$ cat src/rtl/trap_cmp_pkg.sv
package trap_cmp_pkg;
  localparam int unsigned MASK_W    = 5;
  localparam int unsigned CLASS_W   = 4;
  localparam int unsigned CODE_W    = 8;
  localparam logic [CLASS_W-1:0] PROGRAM_CLASS = 4'h6;
  localparam logic [CODE_W-1:0]  TRAP_REASON   = 8'h02;

  // Member order matches the mask bits 4 down to 0.
  typedef struct packed {
    logic sLt;
    logic sGt;
    logic eq;
    logic uLt;
    logic uGt;
  } relFlags_t;

  typedef struct packed {
    logic evalEn;
    logic clrOut;
  } ctrlStrobes_t;
endpackage

$ cat src/rtl/trap_cmp_datapath.sv
module trap_cmp_datapath
  import trap_cmp_pkg::*;
#(
  parameter int unsigned DATA_W = 64,
  parameter int unsigned WORD_W = 32
) (
  input  logic              clk,
  input  logic              rst,
  input  logic [DATA_W-1:0] opA,
  input  logic [DATA_W-1:0] opB,
  input  logic [MASK_W-1:0] condMask,
  input  logic              wordMode,
  input  ctrlStrobes_t      strobes,
  output logic              hit
);
  localparam int unsigned EXT_W = DATA_W - WORD_W;

  logic [DATA_W-1:0] sA, sB, uA, uB;
  relFlags_t         rel;
  logic [MASK_W-1:0] enabledRel;

  generate
    if (EXT_W > 0) begin : g_narrow
      always_comb begin
        if (wordMode) begin
          sA = {{EXT_W{opA[WORD_W-1]}}, opA[WORD_W-1:0]};
          sB = {{EXT_W{opB[WORD_W-1]}}, opB[WORD_W-1:0]};
          uA = {{EXT_W{1'b0}}, opA[WORD_W-1:0]};
          uB = {{EXT_W{1'b0}}, opB[WORD_W-1:0]};
        end else begin
          sA = opA;
          sB = opB;
          uA = opA;
          uB = opB;
        end
      end
    end else begin : g_full
      assign sA = opA;
      assign sB = opB;
      assign uA = opA;
      assign uB = opB;
    end
  endgenerate

  always_comb begin
    rel.sLt = $signed(sA) < $signed(sB);
    rel.sGt = $signed(sA) > $signed(sB);
    rel.eq  = uA == uB;
    rel.uLt = uA < uB;
    rel.uGt = uA > uB;
  end

  assign enabledRel = condMask & rel;
  assign hit = strobes.evalEn & ~strobes.clrOut & (|enabledRel);

  // equality excludes every ordering relation
  a_r3_eq_exclusive: assert property (@(posedge clk) disable iff (rst)
    rel.eq |-> !(rel.sLt || rel.sGt || rel.uLt || rel.uGt));

  // exactly one signed relation holds
  a_r1_signed_onehot: assert property (@(posedge clk) disable iff (rst)
    $countones({rel.sLt, rel.sGt, rel.eq}) == 1);

  // exactly one unsigned relation holds
  a_r4_unsigned_onehot: assert property (@(posedge clk) disable iff (rst)
    $countones({rel.uLt, rel.uGt, rel.eq}) == 1);
endmodule

$ cat src/rtl/trap_cmp_ctrl.sv
module trap_cmp_ctrl
  import trap_cmp_pkg::*;
(
  input  logic         clk,
  input  logic         rst,
  input  logic         inValid,
  input  logic         hit,
  output ctrlStrobes_t strobes,
  output logic         trapReq
);
  always_comb begin
    strobes.evalEn = inValid;
    strobes.clrOut = rst;
  end

  always_ff @(posedge clk) begin
    if (rst) trapReq <= 1'b0;
    else     trapReq <= hit;
  end

  // no request without a valid input in the previous cycle
  a_r7_needs_valid: assert property (@(posedge clk) disable iff (rst)
    !inValid |=> !trapReq);

  // the request is clear in the cycle after reset
  a_r8_reset_clear: assert property (@(posedge clk)
    rst |=> !trapReq);
endmodule

$ cat src/rtl/trap_cmp_unit.sv
module trap_cmp_unit
  import trap_cmp_pkg::*;
#(
  parameter int unsigned DATA_W = 64,
  parameter int unsigned WORD_W = 32
) (
  input  logic              clk,
  input  logic              rst,
  input  logic              inValid,
  input  logic [DATA_W-1:0] opA,
  input  logic [DATA_W-1:0] opB,
  input  logic [MASK_W-1:0] condMask,
  input  logic              wordMode,
  output logic              trapReq,
  output logic [CLASS_W-1:0] excClass,
  output logic [CODE_W-1:0]  excCode
);
  ctrlStrobes_t strobes;
  logic         hit;

  trap_cmp_datapath #(.DATA_W(DATA_W), .WORD_W(WORD_W)) i_datapath (
    .clk(clk), .rst(rst), .opA(opA), .opB(opB), .condMask(condMask),
    .wordMode(wordMode), .strobes(strobes), .hit(hit)
  );

  trap_cmp_ctrl i_ctrl (
    .clk(clk), .rst(rst), .inValid(inValid), .hit(hit),
    .strobes(strobes), .trapReq(trapReq)
  );

  assign excClass = PROGRAM_CLASS;
  assign excCode  = TRAP_REASON;

  // a zero mask never produces a request
  a_r5_zero_mask: assert property (@(posedge clk) disable iff (rst)
    (inValid && condMask == '0) |=> !trapReq);

  // in word mode, equal low halves with equality enabled always trap
  a_r6_word_eq: assert property (@(posedge clk) disable iff (rst)
    (inValid && wordMode && condMask[2] && opA[WORD_W-1:0] == opB[WORD_W-1:0])
      |=> trapReq);
endmodule

$ cat config.mk
export PLATFORM = sky130hd
export DESIGN_NAME = trap_cmp_unit
export DESIGN_NICKNAME = d
export VERILOG_FILES = /design/src/rtl/trap_cmp_pkg.sv /design/src/rtl/trap_cmp_datapath.sv /design/src/rtl/trap_cmp_ctrl.sv /design/src/rtl/trap_cmp_unit.sv
export SDC_FILE = /design/constraint.sdc
export NUM_CORES = 1
export LEC_CHECK = 0
export ABC_CLOCK_PERIOD_IN_PS = 3100
export BUFFER_PORTS_ARGS = -buffer_cell sky130_fd_sc_hd__clkbuf_2
export CAP_MARGIN = 20
export CELL_PAD_IN_SITES_DETAIL_PLACEMENT = 2
export CELL_PAD_IN_SITES_GLOBAL_PLACEMENT = 2
export CORE_MARGIN = 2
export CORE_UTILIZATION = 24
export DETAILED_ROUTE_END_ITERATION = 12
export PLACE_DENSITY_LB_ADDON = 0.1
export SYNTH_ARGS = -nofsm -noshare
export SYNTH_HDL_FRONTEND = slang
export SYNTH_SLANG_ARGS = --single-unit
$ cat constraint.sdc
create_clock -name clk -period 3.1 [get_ports clk]
set_input_delay 0 -clock clk [delete_from_list [all_inputs] [get_ports clk]]
set_output_delay 0 -clock clk [all_outputs]
set_load 0.01 [all_outputs]
Yosys cells after proc, flatten, opt, wreduce, memory -nomap -nowiden
Index checks and enable logic that the tools add are counted.
Cells by class
  multiplexer cells: 4
  order comparisons: 4
  multiply operators: 0
  eq/ne operators: 1
  div/mod/pow operators: 0
  add/sub/neg operators: 0
  reduce and logical (&&, ||, !) cells: 1
  bitwise logic cells: 4
  shifts and indexed selects: 0
Operator list (count)
  64-bit 2-to-1 mux: 4
  64-bit > comparator: 2
  64-bit less-than comparator: 2
  64-bit equality test: 1
  5-bit bitwise AND: 1
  5-bit OR reduction: 1
  1-bit bitwise AND: 2
  1-bit NOT: 1
Word-level totals
  output and inout bits: 13
  bits in registers: 1
  memories: 0
  memory bits (writable): 0
  latch bits: 0
  input bits: 137
  ROM bits: 0

Longest topological paths before layout
Gate-level depths: netlist (run 1).
  word-level depth: 5
  gate-level depth with buffers: 13
  mapped depth without buffers: 12

By module
From an unflattened synthesis (run 1), not the netlist that was laid out.
Unflattened totals
  cells, all modules: 452
  area, all modules: 3164.3 um^2
Modules (own cells, without submodules)
  trap_cmp_datapath: cells each 434, instances 1, area an instance 3017.9 um^2, sequential area each 0.0 um^2
  trap_cmp_unit: cells each 14, instances 1, area an instance 97.6 um^2, sequential area each 0.0 um^2
  trap_cmp_ctrl: cells each 4, instances 1, area an instance 48.8 um^2, sequential area each 20.0 um^2

Worst setup path after synthesis (run 1)
No wires, ideal clock.
  path type: input-to-reg
  from: in wordMode
  to: reg i_ctrl.trapReq
  path buffers: 2
  setup slack: 0.386 ns
  cell stages on the path: 12
  arrival: 2.585 ns
  library setup time: 0.129 ns
  cell sequence: inv_1 -> clkbuf_1 -> clkbuf_1 -> a21oi_1 -> ha_1 -> nand4_1 -> or4_1 -> or4b_1 -> o21ba_4 -> nor2_1 -> xnor2_1 -> o211ai_1
On the way
  longest elaborated chain between the ends: 5
  elaborated cells on any way between the ends: 12
  those cells by class: 4 x order compare; 1 x eq/ne; 4 x mux; 2 x bitwise; 1 x reduce/logical
Ends and longest elaborated chain
  from (decl): line trap_cmp_unit.sv:13  | input logic wordMode,
  64-bit 2-to-1 mux: line trap_cmp_datapath.sv:25  | if (wordMode) begin
  64-bit > comparator (tied with other cells): line trap_cmp_datapath.sv:50  | rel.uGt = uA > uB;
  5-bit bitwise AND (*): line trap_cmp_datapath.sv:53  | assign enabledRel = condMask & rel;
  5-bit OR reduction (*): line trap_cmp_datapath.sv:54  | assign hit = strobes.evalEn & ~strobes.clrOut & (|enabledRel);
  1-bit bitwise AND (*): line trap_cmp_datapath.sv:54
  to (signal assigned): line trap_cmp_ctrl.sv:18  | else trapReq <= hit;
  to (decl): line trap_cmp_ctrl.sv:9  | output logic trapReq
Every way passes the cells marked *; elsewhere a longest branch is shown, timed or not.
A chain may end at the register's enable or synchronous reset.

Worst setup path after layout (run 1)
Ends and elaborated chain as after synthesis.

==> impl_results.md, run 1 <==
* Area grow syn2layout at 32.4%
* Final antenna-violating net count at 0
* Number of synthesized flops with an enable pin at 0
* Logic gate share of total power at 0.974
* MaxCap Viol Count at 0
* Min cycle time layout at 2.92 ns
* Layout cell share with drive strength beyond 1 at 0.266
* RSZ-0062 raised after global routing: false
* Min-delay worst type: input port to flip-flop
* Worst EP arrival at 2.78 ns
* First-pass DRT Iterations at 4
* Ant diodes at 0
* Synth cell count leaders: ha_1 (96), a21oi_1 (69), nand2_1 (55)
* CTS Hold Bufs at 0
* Vias per inst at 4.77
* Biggest regs: i_ctrl.trapReq (1)
* Post-synth top flop: dfxtp_1
* Final Slew Violations at 0
* Multi-input gate area at 2860 µm²
* Sequential cell area at 20.0 µm²
* Final non-filler cell total at 752
* Worst rel slew slack at 0.625
* Sequential area share after synthesis at 0.00646
* Average cell area after synthesis at 6.89 µm²
* Pin count of the biggest net entering global routing at 41
* Initial antenna violation count at 0
* PnR worst setup slack at 0.181 ns
* 1st-iter DRT viols at 52
* Post-DP HPWL at 10100 µm
* Netlist cell types at 37
* YS warnings at 0
* Worst Setup End Kind: flip-flop
* Int Pwr at 290 µW
* IO buf count at 137
* Top reg by flops: i_ctrl.trapReq
* Synth area leader: ha_1
* Core area at 12600 µm²
* Clock transition at path regs at 0 ns
* Clock Power Share at 0
* Global Route Usage Sum at 0.159
* Tcrit/Tclk final at 0.942
* Switching share of power at 0.514
* Setup slack after placement at 0.0341 ns
* Avg WL per Cell at 15.1 µm
* Worst slew pin tran at 0.557 ns
* Max reg flops at 1
* Setup TNS at 0 ns
* Via Count at 3584
* CP max FO at 5
* DIE AREA at 13800 µm²
* Peak supply drop at 0.0338 mV
* Fill cells at 1571
* Status: complete, no violations
* Leakage power at 2.23 nW
* First-pass GRT wire length at 18800 µm
* IO Pins at 150
* RD Place Congestion at 0.782
* Post-synth top area share at 0.387
* Initial Utilization at 0.246
* Vias in the first global route at 3960
* Final hold vios at 0
* Critical Path RT at 2.96 ns
* Synth Register Bits at 1
* CP Class: input port to flip-flop
* Top-count cell post-synth: ha_1
* DIE WIDTH at 118 µm
* Cell Rows at 41
* Async SR Flop Fraction at 0
* Chip Height at 118 µm
* Top cells by area, synth: ha_1 (39%), a21oi_1 (11%), nor2b_1 (7.1%), nand2b_1 (6.9%), nand2_1 (6.7%)
* Nets at 815
* Post-Syn Area at 3100 µm²
* PD cells at 145 nW/µm²
* DR DRC count at 0
* Remaining global-route overflow at 0
* Setup violators final at 0
* Fmax at 343 MHz
* Power share of the sequential group at 0.026
* Hold path depth at 3
* Synthesized netlist cell count at 450
* Crit-path cells: clkbuf_4 -> clkinvlp_4 -> nor2_4 -> buf_12 -> buf_12 -> a21oi_1 -> ha_1 -> nand4_1 -> or4_4 -> or4b_4 -> o21ba_4 -> nor2_1 -> xnor2_1 -> o211ai_1
* Most used cell, CP: buf_12
* Cells after DPL at 749
* NetSw at 306 µW
* CP max-delay cell: or4_4
* Crit path largest cell delay at 0.56 ns
* CP Launch Type: input port
* DRT Wirelength at 11300 µm
-- cells by family after synthesis --
logic type / Yosys count / share of synthesized area
buf+inv: 63 / 0.0908
fa+ha+maj: 96 / 0.387
other cells: 2 / 0.00242
simple gates: 177 / 0.303
xor+xnor: 1 / 0.00283
compound gates: 110 / 0.207
flops: 1 / 0.00646
-- stage by stage --
step | power [mW] | utilization | hold WS [ns] | area [µm²]
2_1_floorplan | 0.367 | - | 0.198 | 3140
4_1_cts | 0.589 | 0.316 | 0.326 | 3990
3_3_place_gp | 0.560 | 0.316 | 0.312 | 3990
6_report | 0.596 | 0.325 | 0.323 | 4110
3_5_place_dp | 0.584 | 0.316 | 0.333 | 3990
5_1_grt | 0.690 | 0.325 | 0.352 | 4110
-- placed cells by master, fill, tap and decap left out, drive strengths merged, types with 2 or more instances in the layout --
master,netlist,layout
nand2,55,55
o211ai,3,3
a21boi,2,2
a221o,3,3
nand3,12,12
nand4,18,18
nor2b,35,35
ha,96,96
nor2,10,10
clkbuf,16,139
a21oi,69,69
inv,35,34
conb,2,12
o21ai,16,16
nor3,2,2
nand2b,34,34
a221oi,2,2
nor4,5,5
a21o,4,4
or4,2,2
a211oi,2,2
buf,12,9
-- repair_timing --
item / CTS / global route
gates resized for setup: 0 / 14
setup buffers: 0 / 1
setup endpoints to repair: 0 / 1
-- power groups by stage --
stage | Combinational (mW) | Sequential [mW] | Clock (mW)
global route | 0.674 | 0.0158 | 0
CTS | 0.574 | 0.0158 | 0
detailed placement | 0.568 | 0.0158 | 0
global placement | 0.544 | 0.0157 | 0
finish | 0.580 | 0.0157 | 0
floorplan | 0.350 | 0.0168 | 0
-- area by class of cell --
| class | instances | share of cell area |
|---|---|---|
| flip-flops and latches | 1 | 0.00488 |
| multi-input cells | 396 | 0.696 |
| inverters | 35 | 0.0329 |
| repair buffers | 148 | 0.213 |
| well taps | 172 | 0.0524 |
-- routing by layer --
metal / up-vias / track usage / routed length [µm]
met4: 0 / 0 / 0
met3: 0 / 0.0107 / 425
met2: 93 / 0.295 / 5440
met5: - / 0 / 0
met1: 1647 / 0.212 / 5480
li1: 1844 / - / -
-- worst max-delay path: cells and delay by family --
| kind | cells | cell delay (ns) |
|---|---|---|
| xor gates and xnor gates | 1 | 0.14 |
| and+or+nand+nor | 5 | 1.39 |
| AOI/OAI and AO/OA | 3 | 0.40 |
| buffers and inverters | 4 | 0.54 |
| adders and majority gates | 1 | 0.31 |
-- path summary, 6_finish.rpt --
path,end,slack (ns),startpoint
setup / recovery,i_ctrl.trapReq,0.18,wordMode
hold / removal,i_ctrl.trapReq,0.32,condMask[4]
(Power assumes the default switching activity.)
==> run 2, diff against run 1 <==
--- a/config.mk
+++ b/config.mk
@@ -11,7 +11,8 @@
 export CELL_PAD_IN_SITES_DETAIL_PLACEMENT = 2
 export CELL_PAD_IN_SITES_GLOBAL_PLACEMENT = 2
 export CORE_MARGIN = 2
-export CORE_UTILIZATION = 24
+export CORE_UTILIZATION = 25
+export CTS_BUF_LIST = sky130_fd_sc_hd__clkbuf_2 sky130_fd_sc_hd__clkbuf_4 sky130_fd_sc_hd__clkbuf_8
 export DETAILED_ROUTE_END_ITERATION = 12
 export PLACE_DENSITY_LB_ADDON = 0.1
 export SYNTH_ARGS = -nofsm -noshare
==> run 2 against run 1 <==
  * First-iteration DRC count is 31% higher
  * Combinational power hardly changed
  * Wire length is 2.8% lower
  * Via count is 0.31% lower
  * Critical path depth is 1 lower
  * Power hardly changed
  * Largest power group unchanged
==> impl_results.md, run 2 (synthesized netlist as in run 1, its figures left out) <==
* Clock Power Share at 0
* Final hold vios at 0
* CP top delay family: simple AND/OR/NAND/NOR gates
* IO buf count at 137
* CP max FO at 33
* RD Place Congestion at 0.785
* DIE WIDTH at 115 µm
* DIE AREA at 13300 µm²
* Worst slew pin tran at 0.488 ns
* Clock transition at path regs at 0 ns
* Status: complete, no violations
* Power share of the sequential group at 0.027
* DRT Wirelength at 11000 µm
* Global Route Usage Sum at 0.161
* Biggest regs: i_ctrl.trapReq (1)
* CP Launch Type: input port
* Worst rel slew slack at 0.672
* Avg WL per Cell at 14.7 µm
* Most used cell, CP: buf_12
* WP buf/inv at 3
* Initial Utilization at 0.257
* Crit-path cells: clkbuf_2 -> buf_12 -> nand2_2 -> buf_12 -> nand2b_1 -> ha_4 -> nand4_1 -> or4_4 -> or4b_4 -> o21ba_4 -> nor2_1 -> xnor2_1 -> o211ai_1
* Worst Setup End Kind: flip-flop
* Min cycle time layout at 2.93 ns
* IO Pins at 150
* Core area at 12100 µm²
* HP Start: condMask[4]
* Via Count at 3573
* Fmax at 341 MHz
* Area grow syn2layout at 32.4%
* Cell Rows at 40
* Setup crit start: wordMode
* Leakage power at 2.23 nW
* First-pass GRT wire length at 18000 µm
* PD cells at 145 nW/µm²
* Crit path largest cell delay at 0.57 ns
* Max reg flops at 1
* CP max-delay cell: or4_4
* Post-DP HPWL at 9730 µm
* 1st-iter DRT viols at 68
* Logic gate share of total power at 0.973
* Worst EP arrival at 2.80 ns
* NetSw at 307 µW
* MaxCap Viol Count at 0
* CP Class: input port to flip-flop
* Switching share of power at 0.516
* Pin count of the biggest net entering global routing at 38
* Setup TNS at 0 ns
* Peak supply drop at 0.0356 mV
* DR DRC count at 0
* First-pass DRT Iterations at 3
* Final Slew Violations at 0
* Vias per inst at 4.77
* Commonest non-fill, non-tap cell in the layout: clkbuf_2
* Int Pwr at 288 µW
* Initial antenna violation count at 1
* Final Power at 596 µW
* Setup violators final at 0
* Nets at 815
* Final antenna-violating net count at 0
* Top reg by flops: i_ctrl.trapReq
* Vias in the first global route at 3812
* Chip Height at 115 µm
* Min-delay worst type: input port to flip-flop
* Critical Path RT at 2.97 ns
* Commonest non-fill, non-tap cells in the layout: clkbuf_2 (137), ha_1 (95), a21oi_1 (69)
* Layout cell share with drive strength beyond 1 at 0.276
* Tcrit/Tclk final at 0.945
* CTS Hold Bufs at 0
* Remaining global-route overflow at 0
[run 2: cell count changes in the layout (fill, tap and decap cells not counted), sizes merged]
cell / before / now
buf: 9 / 10
clkbuf: 139 / 138
clkinv: 0 / 1
clkinvlp: 1 / 0
diode: 0 / 1
[run 2: worst paths after layout]
kind	to	slack, ns	cells after the start
hold / removal	i_ctrl.trapReq	0.33	3
setup / recovery	i_ctrl.trapReq	0.17	13
[run 2: final cells by class]
| cell class | instances | area, µm² |
|---|---|---|
| Fill cell | 1484 | 7960 |
| Tap cell | 168 | 210 |
| Sequential cell | 1 | 20.0 |
| Timing Repair Buffer | 148 | 843 |
| Inverter | 35 | 133 |
| Multi-Input combinational cell | 396 | 2900 |
| Antenna cell | 1 | 2.50 |
[run 2: power by group through the flow]
stage	Combinational [mW]	Clock [mW]	Sequential, mW
after detailed placement	0.564	0	0.0161
after floorplan	0.350	0	0.0168
after global routing	0.675	0	0.0160
final	0.580	0.000000867	0.0160
after global placement	0.543	0	0.0158
after CTS	0.570	0	0.0159
[run 2: through the flow]
step / utilization / instances / setup slack [ns] / hold slack [ns] / cell area (µm²)
finish: 0.340 / 749 / 0.169 / 0.328 / 4110
global route: 0.340 / 748 / -0.0477 / 0.371 / 4100
detailed placement: 0.333 / 747 / -0.0634 / 0.327 / 4010
CTS: 0.333 / 747 / 0.0209 / 0.332 / 4020
floorplan: - / 460 / 0.386 / 0.198 / 3140
global placement: 0.333 / 747 / -0.0175 / 0.307 / 4010
[run 2: what timing repair did]
item                       4_1_cts  5_1_grt
gates cloned                     0        1
pin swaps                        0        2
resized for setup                3       11
buffers inserted                 0        0
setup endpoints to repair        1        1
[run 2: routing by layer]
| layer | vias to the layer above | global-route usage | routed length [µm] |
|---|---|---|---|
| met4 | 0 | 0.00482 | 32 |
| met3 | 4 | 0.00474 | 423 |
| li1 | 1848 | - | - |
| met5 | - | 0 | 0 |
| met1 | 1627 | 0.219 | 5320 |
| met2 | 94 | 0.298 | 5240 |
